`config.mk`:
```
export PLATFORM = sky130hd
export DESIGN_NAME = cswin_decoder
export DESIGN_NICKNAME = d
export VERILOG_FILES = /design/src/rtl/cswin_pkg.sv /design/src/rtl/cswin_slot.sv /design/src/rtl/cswin_pick.sv /design/src/rtl/cswin_decoder.sv
export SDC_FILE = /design/constraint.sdc
export NUM_CORES = 1
export LEC_CHECK = 0
export CAP_MARGIN = 10
export CORE_MARGIN = 2
export CORE_UTILIZATION = 59
export CTS_BUF_LIST = sky130_fd_sc_hd__clkbuf_4 sky130_fd_sc_hd__clkbuf_8
export DETAILED_ROUTE_END_ITERATION = 10
export PLACE_DENSITY_LB_ADDON = 0.25
export RECOVER_POWER = 100
export SLEW_MARGIN = 5
export SYNTH_ARGS = -nofsm -noshare
export SYNTH_HDL_FRONTEND = slang
export SYNTH_SLANG_ARGS = --single-unit
```
`constraint.sdc`:
```
create_clock -name clk -period 5 [get_ports clk]
set_input_delay 1 -clock clk [delete_from_list [all_inputs] [get_ports clk]]
set_output_delay 1 -clock clk [all_outputs]
set_load 0.005 [all_outputs]
```
`src/rtl/cswin_pkg.sv`:
```
package cswin_pkg;

    localparam int BASE_W    = 6;
    localparam int VALID_BIT = 6;
    localparam int MASK_LSB  = 8;
    localparam int MASK_W    = 4;
    localparam int WIN_LSB   = 24;

    // Bits a configuration word may hold: base, enable, mask
    localparam logic [31:0] KEEP_BITS = 32'h0000_0F7F;
    localparam logic [MASK_W-1:0] FULL_MASK = '1;

    // Legal codes fill the mask from its top bit downward without gaps;
    // the empty code is legal only with the large-window option.
    function automatic logic mask_ok(input logic [MASK_W-1:0] m, input logic big_ok);
        logic ok;
        ok = m[MASK_W-1];
        for (int i = MASK_W - 2; i >= 0; i--) begin
            if (m[i] && !m[i+1]) begin
                ok = 1'b0;
            end
        end
        return ok || ((m == '0) && big_ok);
    endfunction

endpackage

```
`src/rtl/cswin_slot.sv`:
```
module cswin_slot
    import cswin_pkg::*;
#(
    parameter int CFG_W     = 32,
    parameter bit RST_VALID = 1'b0
) (
    input  logic                        clk,
    input  logic                        rst_n,
    input  logic                        wr_en,
    input  logic [CFG_W-1:0]            wr_data,
    input  logic                        big_ok,
    input  logic [WIN_LSB+BASE_W-1:0]   addr,
    output logic [CFG_W-1:0]            cfg_o,
    output logic                        hit_o,
    output logic [WIN_LSB+MASK_W-1:0]   ofs_o,
    output logic                        bad_set_o
);

    localparam int ADDR_W = WIN_LSB + BASE_W;
    localparam int HI_W   = BASE_W - MASK_W;
    localparam logic [CFG_W-1:0] KEEP    = CFG_W'(KEEP_BITS);
    localparam logic [CFG_W-1:0] RST_CFG = (CFG_W'(FULL_MASK) << MASK_LSB)
                                         | (CFG_W'(RST_VALID) << VALID_BIT);

    typedef struct packed {
        logic [CFG_W-1:0] cfg;
        logic             bad;
    } slot_t;

    slot_t s_d, s_q;

    logic              changed;
    logic              new_valid;
    logic [MASK_W-1:0] new_mask;
    logic              cur_valid;
    logic [MASK_W-1:0] cur_mask;
    logic [BASE_W-1:0] cur_base;
    logic              hi_match;
    logic              mid_match;

    always_comb begin
        cur_valid = s_q.cfg[VALID_BIT];
        cur_mask  = s_q.cfg[MASK_LSB +: MASK_W];
        cur_base  = s_q.cfg[BASE_W-1:0];
        changed   = |((wr_data ^ s_q.cfg) & KEEP);
        new_valid = wr_data[VALID_BIT];
        new_mask  = wr_data[MASK_LSB +: MASK_W];

        s_d       = s_q;
        bad_set_o = 1'b0;
        if (wr_en && changed) begin
            s_d.cfg   = wr_data & KEEP;
            s_d.bad   = new_valid && !mask_ok(new_mask, big_ok);
            bad_set_o = s_d.bad;
        end

        hi_match  = (addr[ADDR_W-1 -: HI_W] == cur_base[BASE_W-1 -: HI_W]);
        mid_match = (((addr[WIN_LSB +: MASK_W] ^ cur_base[MASK_W-1:0]) & cur_mask) == '0);
        hit_o     = cur_valid && !s_q.bad && hi_match && mid_match;
        ofs_o     = {addr[WIN_LSB +: MASK_W] & ~cur_mask, addr[WIN_LSB-1:0]};
        cfg_o     = s_q.cfg;
    end

    always_ff @(posedge clk or negedge rst_n) begin
        if (!rst_n) begin
            s_q <= '{cfg: RST_CFG, bad: 1'b0};
        end else begin
            s_q <= s_d;
        end
    end

endmodule

```
`src/rtl/cswin_pick.sv`:
```
module cswin_pick #(
    parameter int N     = 8,
    parameter int OFS_W = 28
) (
    input  logic                      req,
    input  logic [N-1:0]              hits,
    input  logic [N-1:0][OFS_W-1:0]   ofs_in,
    output logic [N-1:0]              sel_o,
    output logic [OFS_W-1:0]          ofs_o,
    output logic                      ovl_o
);

    logic [N-1:0] live;
    logic         found;

    always_comb begin
        live  = hits & {N{req}};
        sel_o = '0;
        ofs_o = '0;
        found = 1'b0;
        for (int i = 0; i < N; i++) begin
            if (live[i] && !found) begin
                found    = 1'b1;
                sel_o[i] = 1'b1;
                ofs_o    = ofs_in[i];
            end
        end
        ovl_o = |(live & (live - N'(1)));
    end

endmodule

```
`src/rtl/cswin_decoder.sv`:
```
module cswin_decoder
    import cswin_pkg::*;
#(
    parameter  int NUM_CS = 8,
    parameter  int CFG_W  = 32,
    localparam int SEL_W  = $clog2(NUM_CS),
    localparam int ADDR_W = WIN_LSB + BASE_W,
    localparam int OFS_W  = WIN_LSB + MASK_W
) (
    input  logic                clk,
    input  logic                rst_n,
    input  logic                cfg_we_i,
    input  logic [SEL_W-1:0]    cfg_wsel_i,
    input  logic [CFG_W-1:0]    cfg_wdata_i,
    input  logic [SEL_W-1:0]    cfg_rsel_i,
    output logic [CFG_W-1:0]    cfg_rdata_o,
    input  logic                big_win_en_i,
    input  logic                lk_valid_i,
    input  logic [ADDR_W-1:0]   lk_addr_i,
    output logic [NUM_CS-1:0]   cs_hit_o,
    output logic [OFS_W-1:0]    win_ofs_o,
    output logic                overlap_o,
    output logic                mask_err_o
);

    typedef struct packed {
        logic [NUM_CS-1:0] hit;
        logic [OFS_W-1:0]  ofs;
        logic              ovl;
        logic              err;
    } out_t;

    logic [NUM_CS-1:0][CFG_W-1:0] cfg_all;
    logic [NUM_CS-1:0][OFS_W-1:0] slot_ofs;
    logic [NUM_CS-1:0]            slot_hit;
    logic [NUM_CS-1:0]            bad_set;
    logic [NUM_CS-1:0]            pick_sel;
    logic [OFS_W-1:0]             pick_ofs;
    logic                         pick_ovl;

    out_t o_d, o_q;

    for (genvar g = 0; g < NUM_CS; g++) begin : g_slot
        cswin_slot #(
            .CFG_W     (CFG_W),
            .RST_VALID (g == 0)
        ) u_slot (
            .clk       (clk),
            .rst_n     (rst_n),
            .wr_en     (cfg_we_i && (cfg_wsel_i == SEL_W'(g))),
            .wr_data   (cfg_wdata_i),
            .big_ok    (big_win_en_i),
            .addr      (lk_addr_i),
            .cfg_o     (cfg_all[g]),
            .hit_o     (slot_hit[g]),
            .ofs_o     (slot_ofs[g]),
            .bad_set_o (bad_set[g])
        );
    end

    cswin_pick #(
        .N     (NUM_CS),
        .OFS_W (OFS_W)
    ) u_pick (
        .req    (lk_valid_i),
        .hits   (slot_hit),
        .ofs_in (slot_ofs),
        .sel_o  (pick_sel),
        .ofs_o  (pick_ofs),
        .ovl_o  (pick_ovl)
    );

    always_comb begin
        o_d.hit = pick_sel;
        o_d.ofs = pick_ofs;
        o_d.ovl = pick_ovl;
        o_d.err = o_q.err | (|bad_set);

        cfg_rdata_o = '0;
        for (int i = 0; i < NUM_CS; i++) begin
            if (cfg_rsel_i == SEL_W'(i)) begin
                cfg_rdata_o = cfg_all[i];
            end
        end
    end

    always_ff @(posedge clk or negedge rst_n) begin
        if (!rst_n) begin
            o_q <= '0;
        end else begin
            o_q <= o_d;
        end
    end

    assign cs_hit_o   = o_q.hit;
    assign win_ofs_o  = o_q.ofs;
    assign overlap_o  = o_q.ovl;
    assign mask_err_o = o_q.err;

endmodule

```
* Yosys cells after proc, flatten, opt, wreduce, memory -nomap -nowiden
Cells that the tools add are included.
Widths: inputs -> output; s select.
** Word-level totals
- Flip-flop bits (word level) :: 134
- Input bits :: 73
- Output and inout bits :: 70
- Word-level logic and storage cells :: 249
** Cells by class
- $add $sub $neg :: 1
- Equal/unequal tests :: 22
- Multiplexer cells :: 49
- Bitwise gates (word level) :: 43
- Reduce and logical (&&, ||, !) cells :: 114
** Operators by type and width (count)
- $mux 28 :: 8
- $mux 32 :: 6
- $xor 12x12->12 :: 8
- $reduce_or 11->1 :: 8
- $and 4x4->4 :: 16
- $logic_and 1x1->1 :: 59
- $logic_not 4->1 :: 9
- $mux 1 :: 33
- $not 4->4 :: 8
- $xor 4x4->4 :: 8
- $logic_not 1->1 :: 26
- $eq 3x3->1 const B :: 8
- $mux 12 :: 2
- $and 8x8->8 :: 2
- $eq 2x2->1 :: 8
- $reduce_or 8->1 :: 2
- $eq 3x2->1 const B :: 4
- $logic_or 1x1->1 :: 8
- $sub 8x1->8 const B :: 1
- $eq 3x1->1 const B :: 2
- $logic_not 3->1 :: 2
- $or 1x1->1 :: 1

* Depth between registers and ports, before layout
- Depth after elaboration :: 27
- Depth in mapped cells :: 10
- Depth with buffers taken out :: 8

* Cells and area by module
A second synthesis with hierarchy kept.
** Second synthesis, totals
- Cells, all modules :: 1773
- Area, all modules :: 15341.0 um^2
** Modules (own cells, without submodules)
- cswin_slot at g_slot[1].u_slot ... :: times used 7, cells each 117, area an instance 1146.1 um^2, seq. area each 305.3 um^2
- cswin_decoder :: times used 1, cells each 430, area an instance 3652.3 um^2, seq. area each 950.9 um^2
- cswin_pick :: times used 1, cells each 407, area an instance 2518.7 um^2, seq. area each 0.0 um^2
- cswin_slot at g_slot[0].u_slot :: times used 1, cells each 117, area an instance 1147.4 um^2, seq. area each 306.5 um^2

* Worst setup path before layout
No wires, ideal clock.
- Kind :: input to output
- From :: input cfg_rsel_i[1]
- To :: output cfg_rdata_o[1]
- Arrival :: 2.577 ns
- Required time :: 4.000 ns
- Setup slack :: 1.423 ns
- Stages on the path :: 7
- Path buffers :: 3
- Path through :: clkbuf_1 clkbuf_1 clkbuf_1 o21ai_0 o221ai_1 o21ai_0 nand2_1
** On the way
- Word-level cells in the longest chain between the ends :: 9
- Elaborated cells between the ends (all ways) :: 16
- Classes of those cells :: eq/ne: 7; mux: 8; reduce/logical: 1
** Ends and longest elaborated chain
- from (decl) :: line cswin_decoder.sv:15 : input logic [SEL_W-1:0] cfg_rsel_i,
- $logic_not 3->1 :: line cswin_decoder.sv:81 : if (cfg_rsel_i == SEL_W'(i)) begin
- $mux 12 (2 in a row) :: line cswin_decoder.sv:81
- $mux 32 (5 in a row) :: line cswin_decoder.sv:81
- $mux 32 * :: line cswin_decoder.sv:81
- to (decl) :: line cswin_decoder.sv:16 : output logic [CFG_W-1:0] cfg_rdata_o,
Mark *: on every way between the ends. The rest lies on a longest branch, timed or not.

* Worst setup path in the final report
- From :: input cfg_rsel_i[2]
- To :: output cfg_rdata_o[5]
The elaborated chain is that of the path after synthesis.

==> flow_summary.json <==
{
  "cts_resized": 0,
  "required_ns": 4.00,
  "cts_inserted_buffers": 17,
  "final_core_util": 0.714,
  "die_x_um": 121,
  "rows": 42,
  "drc": 0,
  "routed-via-count": 6263,
  "crit_path_max_fanout": 12,
  "finalWirelength_mm": 22.6,
  "final.setup_skew_ns": 0.0107,
  "total_of_flip_flops_plus_latches_after_synthesis": 134,
  "yosysTopAreaCell": "dfrtp_1",
  "violations_in_the_final_reports": "max-capacitance violations, max-slew violations",
  "achievable-frequency_mhz": 220,
  "tritoncts_num_sinks": 134,
  "predominant_post_synthesis_flop_cell": "dfrtp_1",
  "drtAntennaViolNets": 0,
  "first_pass_iters": 5,
  "post-cts-setup-buffer-count": 0,
  "cts_tree": "built",
  "global_route.usage.total": 0.322,
  "detailed_place_hpwl_mm": 15.9,
  "yosysWarnings": 0,
  "maximum_number_of_pins_on_one_net_before_global_route_repair": 68,
  "clkTransAtPathRegs_ns": 0.08,
  "synth_area_per_cell_um2": 10.9,
  "status": "complete, but fails checks",
  "viasPerCell": 6.18,
  "final.setup.tns_ns": 0,
  "netlist-cell-type-count": 57,
  "netlist.area_leader.share": 0.315,
  "clk_latency_ns": 0.47,
  "post_cts_hold_buffer_count": 0,
  "initial_core_util": 0.606,
  "grt_pass1_vias": 6248,
  "clock_tree.root_cell": "clkbuf_8",
  "leakage_nw": 4.03,
  "timing.critical_path.from_type": "primary input",
  "clk_path_buf_depth": 2,
  "fill_cells": 981,
  "syn_to_final_growth_pct": 17.7,
  "hold_path_class": "flop to flop",
  "syn-cell-area_um2": 8030,
  "grt_pass1_wl_mm": 35.1,
  "setup_viol_count_final": 0,
  "report.final.hold_viol_count": 0,
  "yosysSeqAreaShare": 0.423,
  "post_synth_inst_count": 739,
  "finalNetCount": 897,
  "synth_enable_flop_cells": 0,
  "yosys-top-cells-area": "dfrtp_1 (31%), mux2_2 (12%), dfstp_2 (11%)",
  "library_cell_with_the_highest_instance_count_after_synthesis": "dfrtp_1",
  "ports": 143,
  "number_of_antenna_violations_at_the_first_check_in_global_routing": 0,
  "cts_max_level": 4,
  "final_slew_violations": 68,
  "chipHeight_um": 121,
  "power.density_cell_area_nw_per_um2": 377,
  "num_antenna_cells": 0,
  "peak_supply_drop_uv": 219,
  "rsz_0062_raised_after_global_routing": "no",
  "core_um2": 13200,
  "minimum_clock_period_after_layout_ns": 4.55,
  "timing.final.crit_share": 0.909,
  "ys_top_cells_by_count": "dfrtp_1 (101), mux2_2 (86), xor2_1 (84)",
  "drt-initial-drc-count": 538,
  "critical_path_arrival_ns": 3.55,
  "routedWlPerCell_um": 22.3,
  "die_area_um2": 14600,
  "numPortBuffers": 100,
  "drive_above_1_share": 0.213,
  "gp_congestion": 1.01,
  "nature_of_the_critical_path_endpoint": "output port",
  "max-cap-violations": 1,
  "relSlewSlack": -1.45,
  "async_reset_ff_frac": 1.00,
  "worst-setup-path-type": "primary input to output port",
  "overflow": 0,
  "tightest_pin_transition_ns": 3.68
}
==> critical path: stages <==
cell and delay [ns]:
dlygate4sd3_1 0.88, inv_1 0.16, nor2_1 0.26, a22o_1 0.21, nand2_1 0.06, o221ai_1 0.14, o21ai_0 0.19, nand2_1 0.09
dlygate4sd3_1 0.57
==> state kept, by name, indices dropped and copies added, names as in the netlist <==
register / cells
overlap_o: 1
mask_err_o: 1
g_slot.u_slot.s_q: 8
cs_hit_o: 8
g_slot.u_slot.cfg_o: 88
win_ofs_o: 28
==> layout by cell type (no fill, tap or decap), drive strengths merged, types with 6 or more instances in the layout <==
| master | Yosys | layout |
|---|---|---|
| dfrtp | 101 | 101 |
| xor2 | 85 | 85 |
| o21ai | 26 | 26 |
| a22oi | 13 | 13 |
| mux2 | 94 | 94 |
| mux2i | 11 | 11 |
| clkbuf | 25 | 28 |
| dlygate4sd3 | 0 | 53 |
| nor2 | 14 | 14 |
| nor3 | 22 | 22 |
| mux4 | 7 | 7 |
| nor2b | 30 | 30 |
| conb | 1 | 21 |
| o211ai | 6 | 6 |
| buf | 47 | 10 |
| xnor2 | 51 | 51 |
| nor4 | 12 | 12 |
| nand4 | 17 | 17 |
| dfstp | 33 | 33 |
| clkdlybuf4s50 | 0 | 46 |
| inv | 7 | 11 |
| nand3 | 18 | 18 |
| nand2 | 57 | 57 |
| a21oi | 8 | 8 |
==> final timing paths <==
check,slack (ns),endpoint,start,depth (start not counted)
max,0.45,cfg_rdata_o[5],cfg_rsel_i[2],9
min,0.46,mask_err_o$_DFF_PN0_,mask_err_o$_DFF_PN0_,1
max reg2reg,1.84,win_ofs_o[6]$_DFF_PN0_,g_slot[1].u_slot.cfg_o[2]$_DFFE_PN0N_,8
min reg2reg,0.46,mask_err_o$_DFF_PN0_,mask_err_o$_DFF_PN0_,1
max in group asynchronous,0.90,cs_hit_o[4]$_DFF_PN0_,rst_n,2
min in group asynchronous,1.79,g_slot[1].u_slot.cfg_o[2]$_DFFE_PN0N_,rst_n,1
==> report_power, final <==
| part | internal [mW] | leakage, nW | total [mW] | switching (mW) |
|---|---|---|---|---|
| clock network | 0.517 | 0.199 | 0.970 | 0.453 |
| logic | 0.508 | 2.20 | 0.944 | 0.436 |
| registers | 1.34 | 1.63 | 1.65 | 0.307 |
| total | 2.37 | 4.03 | 3.56 | 1.20 |
==> area by class of cell <==
cell class                 instances  area [um2]  area share
clock buffer                      19         255      0.0270
clock inverter                    13         171      0.0181
inverter                           7        26.3     0.00278
multi-input combinational        546        4280       0.453
sequential                       134        3390       0.359
tap                              176         220      0.0233
timing repair buffer             118        1100       0.117
==> logic make-up (layout without fill, tap and decap cells) <==
kind of cell,count (synthesis),in the layout,synth area share
XOR/XNOR,136,136,0.149
other,1,21,0.000467
AO/OA/AOI/OAI,83,83,0.0770
buffers and inverters,79,157,0.0531
AND/OR/NAND/NOR,194,194,0.132
flip-flops,134,134,0.423
multiplexers,112,112,0.165
==> per-layer routing <==
layer	up-vias	track usage	wire, um
met2	374	0.495	10400
met3	80	0.0651	2080
li1	2730	-	-
met1	3079	0.431	9160
met4	0	0.172	981
met5	-	0	0
==> per-stage QoR <==
| step | cell area, um2 | worst slack (ns) | hold WS [ns] | instances | total power [mW] |
|---|---|---|---|---|---|
| after global routing | 9450 | 0.229 | 0.499 | 1013 | 3.72 |
| after global placement | 9070 | 0.715 | 0.443 | 981 | 2.57 |
| after detailed placement | 9070 | 0.695 | 0.446 | 981 | 2.61 |
| final | 9450 | 0.454 | 0.459 | 1013 | 3.56 |
| after floorplan | 8110 | 1.42 | 0.451 | 759 | 2.20 |
| after CTS | 9500 | 0.637 | 0.468 | 1013 | 3.57 |
No activity file was read; power rests on OpenSTA's default activity.
